**src/rtl/coast_pkg.sv**
```systemverilog
package coast_pkg;

    // Why the window is currently open; IDLE means coast is low.
    typedef enum logic [1:0] {
        WIN_IDLE  = 2'd0,
        WIN_VSYNC = 2'd1,
        WIN_POST  = 2'd2,
        WIN_PRE   = 2'd3
    } win_state_t;

    // Events derived at each horizontal-sync leading edge.
    typedef struct packed {
        logic rise;      // hsync leading edge this cycle
        logic vs_now;    // vsync level sampled at this edge
        logic vs_start;  // vsync 0 at previous edge, 1 now
        logic vs_end;    // vsync 1 at previous edge, 0 now
    } hs_evt_t;

    localparam int MIN_SYNC_STAGES = 2;

    function automatic logic win_is_open(input win_state_t s);
        return s != WIN_IDLE;
    endfunction

endpackage

```
**src/rtl/coast_hs_events.sv**
```systemverilog
module coast_hs_events
    import coast_pkg::*;
(
    input  logic    clk,
    input  logic    rst,
    input  logic    hsync_i,
    input  logic    vsync_i,
    output hs_evt_t evt_o
);
    logic hs_q;
    logic vs_at_edge_q;

    always_ff @(posedge clk) begin
        if (rst) begin
            hs_q         <= 1'b0;
            vs_at_edge_q <= 1'b0;
        end else begin
            hs_q <= hsync_i;
            if (hsync_i && !hs_q)
                vs_at_edge_q <= vsync_i;
        end
    end

    always_comb begin
        evt_o.rise     = hsync_i && !hs_q;
        evt_o.vs_now   = vsync_i;
        evt_o.vs_start = evt_o.rise && vsync_i && !vs_at_edge_q;
        evt_o.vs_end   = evt_o.rise && !vsync_i && vs_at_edge_q;
    end
endmodule

```
**src/rtl/coast_line_meter.sv**
```systemverilog
module coast_line_meter
    import coast_pkg::*;
#(
    parameter int LINE_W = 12
) (
    input  logic            clk,
    input  logic            rst,
    input  hs_evt_t         evt_i,
    output logic [LINE_W-1:0] pos_next_o,
    output logic [LINE_W:0]   total_o,
    output logic            valid_o
);
    localparam logic [LINE_W-1:0] CNT_MAX = {LINE_W{1'b1}};

    logic [LINE_W-1:0] cnt_q;
    logic [LINE_W:0]   total_q;
    logic              seen_q;
    logic              valid_q;

    // Line number the current edge will carry if it is not a frame start.
    assign pos_next_o = (cnt_q == CNT_MAX) ? cnt_q : cnt_q + 1'b1;
    assign total_o    = total_q;
    assign valid_o    = valid_q;

    always_ff @(posedge clk) begin
        if (rst) begin
            cnt_q   <= '0;
            total_q <= '0;
            seen_q  <= 1'b0;
            valid_q <= 1'b0;
        end else if (evt_i.rise) begin
            if (evt_i.vs_start) begin
                cnt_q  <= '0;
                seen_q <= 1'b1;
                if (seen_q) begin
                    total_q <= {1'b0, cnt_q} + 1'b1;
                    valid_q <= 1'b1;
                end
            end else begin
                cnt_q <= pos_next_o;
            end
        end
    end
endmodule

```
**src/rtl/coast_window_ctl.sv**
```systemverilog
module coast_window_ctl
    import coast_pkg::*;
#(
    parameter int LINE_W = 12,
    parameter int ADJ_W  = 8
) (
    input  logic              clk,
    input  logic              rst,
    input  hs_evt_t           evt_i,
    input  logic [LINE_W-1:0] pos_next_i,
    input  logic [LINE_W:0]   total_i,
    input  logic              valid_i,
    input  logic [ADJ_W-1:0]  pre_i,
    input  logic [ADJ_W-1:0]  post_i,
    output win_state_t        state_d_o
);
    localparam int WIDE_W = ((LINE_W + 1 > ADJ_W) ? LINE_W + 1 : ADJ_W) + 1;

    win_state_t       state_q, state_d;
    logic [ADJ_W-1:0] rem_q, rem_d;
    logic [WIDE_W-1:0] reach;
    logic             pre_hit;

    // Early opening: current position plus lead reaches last frame's length.
    assign reach   = WIDE_W'(pos_next_i) + WIDE_W'(pre_i);
    assign pre_hit = valid_i && (pre_i != '0) && (reach >= WIDE_W'(total_i));

    always_comb begin
        state_d = state_q;
        rem_d   = rem_q;
        if (evt_i.rise) begin
            if (evt_i.vs_now) begin
                state_d = WIN_VSYNC;
                rem_d   = '0;
            end else if (evt_i.vs_end) begin
                if (post_i != '0) begin
                    state_d = WIN_POST;
                    rem_d   = post_i - 1'b1;
                end else begin
                    state_d = pre_hit ? WIN_PRE : WIN_IDLE;
                end
            end else if (rem_q != '0) begin
                state_d = WIN_POST;
                rem_d   = rem_q - 1'b1;
            end else begin
                state_d = pre_hit ? WIN_PRE : WIN_IDLE;
            end
        end
    end

    always_ff @(posedge clk) begin
        if (rst) begin
            state_q <= WIN_IDLE;
            rem_q   <= '0;
        end else begin
            state_q <= state_d;
            rem_q   <= rem_d;
        end
    end

    assign state_d_o = state_d;
endmodule

```
**src/rtl/coast_sync.sv**
```systemverilog
module coast_sync
    import coast_pkg::*;
#(
    parameter int STAGES = 2
) (
    input  logic clk,
    input  logic rst,
    input  logic d_i,
    output logic q_o
);
    localparam int N = (STAGES < MIN_SYNC_STAGES) ? MIN_SYNC_STAGES : STAGES;

    logic [N-1:0] chain_q;

    always_ff @(posedge clk) begin
        if (rst) chain_q[0] <= 1'b0;
        else     chain_q[0] <= d_i;
    end

    for (genvar i = 1; i < N; i++) begin : g_stage
        always_ff @(posedge clk) begin
            if (rst) chain_q[i] <= 1'b0;
            else     chain_q[i] <= chain_q[i-1];
        end
    end

    assign q_o = chain_q[N-1];
endmodule

```
**src/rtl/coast_window_gen.sv**
```systemverilog
module coast_window_gen
    import coast_pkg::*;
#(
    parameter int LINE_W      = 12,
    parameter int ADJ_W       = 8,
    parameter int SYNC_STAGES = 2
) (
    input  logic             clk,
    input  logic             rst,
    input  logic             hsync_in,
    input  logic             vsync_in,
    input  logic             coast_pin,
    input  logic [ADJ_W-1:0] precoast_lines,
    input  logic [ADJ_W-1:0] postcoast_lines,
    input  logic             src_ext,
    output logic             coast_out
);
    hs_evt_t           evt;
    logic [LINE_W-1:0] pos_next;
    logic [LINE_W:0]   total;
    logic              valid;
    win_state_t        win_d;
    logic              ext_s;
    logic              out_q;

    coast_hs_events u_evt (
        .clk     (clk),
        .rst     (rst),
        .hsync_i (hsync_in),
        .vsync_i (vsync_in),
        .evt_o   (evt)
    );

    coast_line_meter #(.LINE_W(LINE_W)) u_meter (
        .clk        (clk),
        .rst        (rst),
        .evt_i      (evt),
        .pos_next_o (pos_next),
        .total_o    (total),
        .valid_o    (valid)
    );

    coast_window_ctl #(.LINE_W(LINE_W), .ADJ_W(ADJ_W)) u_ctl (
        .clk        (clk),
        .rst        (rst),
        .evt_i      (evt),
        .pos_next_i (pos_next),
        .total_i    (total),
        .valid_i    (valid),
        .pre_i      (precoast_lines),
        .post_i     (postcoast_lines),
        .state_d_o  (win_d)
    );

    coast_sync #(.STAGES(SYNC_STAGES)) u_sync (
        .clk (clk),
        .rst (rst),
        .d_i (coast_pin),
        .q_o (ext_s)
    );

    always_ff @(posedge clk) begin
        if (rst) out_q <= 1'b0;
        else     out_q <= src_ext ? ext_s : win_is_open(win_d);
    end

    assign coast_out = out_q;
endmodule

```
**config.mk**
```make
export PLATFORM = sky130hd
export DESIGN_NAME = coast_window_gen
export DESIGN_NICKNAME = d
export VERILOG_FILES = /design/src/rtl/coast_pkg.sv /design/src/rtl/coast_hs_events.sv /design/src/rtl/coast_line_meter.sv /design/src/rtl/coast_window_ctl.sv /design/src/rtl/coast_sync.sv /design/src/rtl/coast_window_gen.sv
export SDC_FILE = /design/constraint.sdc
export NUM_CORES = 1
export LEC_CHECK = 0
export CORE_UTILIZATION = 55
export CTS_CLUSTER_SIZE = 25
export DETAILED_ROUTE_END_ITERATION = 10
export PLACE_DENSITY_LB_ADDON = 0.3
export SLEW_MARGIN = 15
export SYNTH_ARGS = -nofsm -noshare
export SYNTH_HDL_FRONTEND = slang
export SYNTH_SLANG_ARGS = --single-unit
```
**constraint.sdc**
```tcl
create_clock -name clk -period 7.6 [get_ports clk]
set_input_delay 1.14 -clock clk [delete_from_list [all_inputs] [get_ports clk]]
set_output_delay 1.14 -clock clk [all_outputs]
set_load 0.02 [all_outputs]
```
==> results_dict.tcl, run 1 <==
set metrics [dict create \
    vias 2495 \
    dr.pass1.iters 4 \
    slowest_delay_ns 0.53 \
    tns_ns 0 \
    ys_seq_area_frac 0.298 \
    dp.cells 427 \
    period_share 0.666 \
    hold_class "reg -> reg" \
    cts_sinks 42 \
    p_sw_uw 149 \
    skew_ns 0.00781 \
    setup_viol 0 \
    grt_pass1_wl_um 10400 \
    cts_tree "built" \
    layout_common_cells "52 x nor2_1, 42 x dfxtp_1, 25 x nand2_1" \
    leakage_uw 0.00120 \
    slowest_stage "o41ai_1" \
    layout.cells.non_filler 435 \
    yosysUniqueCellTypes 49 \
    clk_path_buf_depth 2 \
    drcViolationCount 0 \
    hold_ws_ns 0.446 \
    grt_overflow 0 \
    gp_congestion 0.871 \
    postCtsSetupBuffers 0 \
    core_area_mm2 0.00482 \
    slew_headroom 0.366 \
    crit_arrival_ns 5.27 \
    sw_frac_of_total 0.297 \
    clk_latency_ns 0.30 \
    vdd_drop_max_uv 90.1 \
    syn_area_per_cell_um2 8.06 \
    critPathCaptureType "flip-flop" \
    netlist_area_mm2 0.00282 \
    synth_cells 350 \
    tightest_slew_ns 0.951 \
    period_minus_slack_ns 5.06 \
    critPathMaxFanout 9 \
    track_usage 0.250 \
    hold_violations 0 \
    wl_per_cell_um 13.8 \
    maxCapViolCount 0 \
    yosysWarningCount 0 \
    ant_nets 0 \
    syn-num-nets 397 \
    hold_buffers 0 \
    grt_antenna_before_repair 0 \
    required_ns 7.81 \
    pwr-share-seq 0.470 \
    power.density_mw_per_mm2 159 \
    crit_type "reg -> reg" \
    worst_setup_path_start_kind "flip-flop" \
    cts-root-buf "clkbuf_8" \
    status "completed" \
    die-area_mm2 0.00542 \
    port_buffers 22 \
    synth-seq-cells 42 \
    cts_resized 0 \
    start_util 0.585 \
    power_frac_comb 0.241 \
    die_h_um 73.6 \
    rsz0062_at_grt "no" \
    core.rowCount 25 \
    clockPowerShare 0.290 \
    area_delta_synth_final_pct 11.8 \
    num_io_pins 23 \
    cts_buffers 5 \
    power.internal_uw 353 \
    final_max_slew_viol_count 0 \
    final_common_cell "nor2_1" \
    drt_wl_total_um 6010 \
    total_power_uw 502 \
    max_clock_freq_mhz 198 \
    die_x_um 73.6 \
    grt_pass1_vias 2324 \
    drt-initial-drc-count 82 \
    worst_setup_hold_path_clk_slew_ns 0.08 \
    num-nets-final 414 \
    htree_num_levels 2 \
    via_per_inst 5.74 \
    drive_above_1_share 0.0435 \
    n_antenna_cell 0 \
    dp_hpwl_um 4610 \
    grt_max_degree 47 \
    path_cells "ha_1 > nand3_1 > nor2_1 > nand3_1 > xor2_1 > ha_1 > fa_1 > a21o_1 > a211oi_1 > nor2_1 > o41ai_1 > nor2_1 > xnor2_1 > ha_1 > and4_1 > a41o_1 > o41ai_1 > a21oi_1 > nand2b_1 > a211oi_1" \
]
metal layers:
metal | up-vias | global-route usage | wire [um]
met1 | 1145 | 0.321 | 2820
met2 | 51 | 0.415 | 2860
met5 | - | 0 | 0
met4 | 0 | 0.0940 | 91
met3 | 8 | 0.0453 | 232
li1 | 1291 | - | -
cells in the mapped netlist (all sizes together):
cell type   n  area (um2)
or4         3        26.3
a311oi      1        8.76
nor3       11        55.1
and2b       1        7.51
inv        17        63.8
or2b        2        15.0
xnor2      15         131
a41o        1        10.0
nand2      25        93.8
fa          1        20.0
a2bb2oi     3        26.3
buf         4        33.8
or4b        1        10.0
nand2b      6        37.5
nor2       52         195
mux2        2        26.3
xor2       11        96.3
clkbuf      9        33.8
o21ai      16        80.1
nor2b       6        37.5
o22ai       4        25.0
a22oi       7        52.6
o41ai       2        17.5
a211oi     13        97.6
a21oi      20         100
a21o        3        22.5
o31ai       1        7.51
ha         24         300
nand4b      1        8.76
a22o        4        37.5
mux2i       7        70.1
nand4       5        31.3
a32oi       1        8.76
and3        4        25.0
nor3b       3        22.5
or2         1        6.26
nand3      11        55.1
nor4        3        18.8
o32ai       2        17.5
or3         1        6.26
and4        2        17.5
dfxtp      42         841
o21a        2        22.5
layout make-up:
class / instances / area, um2
clock buffer: 5 / 68.8
clock inverter: 3 / 21.3
fill: 442 / 1660
inverter: 17 / 63.8
multi-input combinational: 278 / 1850
sequential: 42 / 841
tap: 67 / 83.8
timing repair buffer: 23 / 228
logic make-up after synthesis:
| kind of cell | count (synthesis) | share of synthesized area |
|---|---|---|
| buffers and inverters | 30 | 0.0466 |
| xor gates and xnor gates | 26 | 0.0807 |
| DFF | 42 | 0.298 |
| and+or+nand+nor | 138 | 0.237 |
| AOI/OAI and AO/OA | 80 | 0.189 |
| muxes | 9 | 0.0342 |
| adders and majority gates | 25 | 0.114 |
registers in the layout (all words and copies together) (netlist names), 2 cells and up:
| name | count |
|---|---|
| u_meter.cnt_q | 12 |
| u_ctl.state_q | 2 |
| u_meter.total_o | 13 |
| u_ctl.rem_q | 8 |
per-stage QoR:
| stage | setup WS [ns] | utilization | instance area (um2) |
|---|---|---|---|
| 2_1_floorplan | 3.29 | - | 2820 |
| 3_5_place_dp | 2.60 | 0.636 | 3060 |
| 6_report | 2.54 | 0.655 | 3150 |
| 5_1_grt | 1.99 | 0.655 | 3150 |
| 4_1_cts | 2.57 | 0.655 | 3150 |
| 3_3_place_gp | 2.77 | 0.636 | 3060 |
path summary, 6_finish.rpt:
path,endpoint,slack [ns],cells after the start,start
max,u_ctl.state_q[0],2.54,20,u_meter.cnt_q[0]
min,u_sync.q_o,0.45,1,u_sync.chain_q[0]
max reg2reg,u_ctl.state_q[0],2.54,20,u_meter.cnt_q[0]
min reg2reg,u_sync.q_o,0.45,1,u_sync.chain_q[0]
critical path, delay by kind of cell, from the launching register on:
family	cells	cell delay (ns)
AO/OA/AOI/OAI	7	1.70
XOR/XNOR	2	0.42
adder cells (fa/ha/maj)	4	1.23
flip-flops	1	0.47
AND/OR/NAND/NOR	7	1.15
power groups by stage:
stage	sequential, uW	clock [uW]	combinational (uW)
after floorplan	239	0	88.8
after global placement	240	0	118
after detailed placement	241	0	120
after CTS	235	152	121
after global routing	237	160	136
final	236	145	121
No activity file was read; power rests on OpenSTA's default activity.
==> inputs of run 2 (changes only) <==
Clock period 7.6 ns to 4.7 ns, I/O delays scaled along.
==> results_dict.tcl, run 2 (same netlist as run 1, synthesis figures left out) <==
set metrics [dict create \
    status "completed" \
    cts_sinks 42 \
    largest_register_ffs 13 \
    area_delta_synth_final_pct 14.2 \
    start_util 0.585 \
    crit_arrival_ns 4.60 \
    drcViolationCount 0 \
    final_common_cell "nor2_1" \
    regToRegSetupSlack_ns 0.32 \
    ant_nets 0 \
    grt_antenna_before_repair 0 \
    grt_pass1_wl_um 10500 \
    dpl-instance-area_mm2 0.00310 \
    drive_above_1_share 0.0697 \
    maxCapViolCount 0 \
    required_ns 4.91 \
    skew_ns 0.00698 \
    power.density_mw_per_mm2 255 \
    wl_per_cell_um 14.0 \
    via_per_inst 5.80 \
    htree_num_levels 2 \
    hold_violations 0 \
    period_minus_slack_ns 4.38 \
    tns_ns 0 \
    postCtsSetupBuffers 0 \
    clk_latency_ns 0.30 \
    num-nets-final 419 \
    drt_wl_total_um 6160 \
    leakage_uw 0.00123 \
    num_io_pins 23 \
    tightest_slew_ns 0.895 \
    slew_headroom 0.402 \
    track_usage 0.250 \
    cts_tree "built" \
    cts_buffers 5 \
    drt-initial-drc-count 120 \
    crit_type "reg -> reg" \
    worst_setup_path_start_kind "flip-flop" \
    die_x_um 73.6 \
    core_area_mm2 0.00482 \
    port_buffers 22 \
    n_antenna_cell 0 \
    die-area_mm2 0.00542 \
    period_share 0.933 \
    die_h_um 73.6 \
    layout_common_cells "51 x nor2_1, 41 x dfxtp_1, 25 x nand2_1" \
    grt_max_degree 28 \
    grt_pass1_vias 2353 \
    setup_viol 0 \
    clk_path_buf_depth 2 \
    cts-root-buf "clkbuf_8" \
    final_max_slew_viol_count 0 \
    critPathCaptureType "flip-flop" \
    dr.pass1.iters 4 \
    critPathMaxFanout 5 \
    vdd_drop_max_uv 169 \
    vias 2554 \
    grt_overflow 0 \
    dp_hpwl_um 4690 \
    core.rowCount 25 \
    rsz0062_at_grt "no" \
    gp_congestion 0.887 \
    worst_setup_hold_path_clk_slew_ns 0.08 \
    design_area_mm2 0.00322 \
    max_clock_freq_mhz 228 \
    hold_class "reg -> reg" \
]
==> run 2: cell types whose count changed in the layout (fill, tap and decap cells not counted), sizes merged <==
cell | before | now
buf | 1 | 6
clkbuf | 5 | 7
clkinv | 2 | 1
clkinvlp | 1 | 0
==> run 2: area by class of cell <==
class                      instances  area, um2
clock buffer                       7       86.3
clock inverter                     1       5.00
fill                             426       1600
tap                               67       83.8
sequential                        42        842
multi-input combinational        278       1880
inverter                          17       63.8
timing repair buffer              28        265
==> run 2: worst max-delay path: stages, from the launching register on <==
cell and delay (ns):
dfxtp_2 0.37, ha_2 0.24, nand3_1 0.14, nor2_4 0.14
nand3_2 0.14, mux2_2 0.35, fa_1 0.45, a21o_1 0.22
a211oi_2 0.21, nor2_1 0.11, o41ai_2 0.21, buf_4 0.17
nor2_1 0.05, xnor2_1 0.13, ha_1 0.30, and4_1 0.20
a41o_1 0.18, o41ai_1 0.07, a21oi_1 0.30, nand2b_1 0.09
a211oi_1 0.22
==> run 2: worst paths after layout <==
path                                   startpoint                to  depth (start not counted)
worst min register to register  u_sync.chain_q[0]        u_sync.q_o                          1
worst max register to register   u_meter.cnt_q[1]  u_ctl.state_q[0]                         20
worst max-delay path             u_meter.cnt_q[1]  u_ctl.state_q[0]                         20
worst min-delay path            u_sync.chain_q[0]        u_sync.q_o                          1
==> run 2: report_power, final <==
group | internal, uW | switching (uW) | leakage [uW] | total [uW]
Sequential | 369 | 11.2 | 0.000341 | 381
Combinational | 99.2 | 99.8 | 0.000843 | 199
Clock | 119 | 122 | 0.0000482 | 241
Total | 587 | 233 | 0.00123 | 820
==> run 2: repair_timing <==
action	CTS	global route
endpoints found under the setup margin	0	3
resized for setup	0	7
hold endpoints to repair	0	0
hold buffers	0	0
==> run 2: metal layers <==
metal  wire length (um)  global-route usage
met1               2920               0.326
met2               2880               0.417
met3                272              0.0439
met4                 94              0.0833
met5                  0                   0
==> run 2: per-stage QoR <==
step | setup slack [ns] | hold WS, ns | utilization | std cells | power [uW]
3_5_place_dp | 0.123 | 0.432 | 0.644 | 432 | 584
2_1_floorplan | 0.390 | 0.414 | - | 350 | 531
4_1_cts | 0.107 | 0.450 | 0.663 | 440 | 823
3_3_place_gp | 0.312 | 0.421 | 0.644 | 432 | 581
5_1_grt | 0.0489 | 0.455 | 0.669 | 440 | 865
6_report | 0.315 | 0.444 | 0.669 | 440 | 820
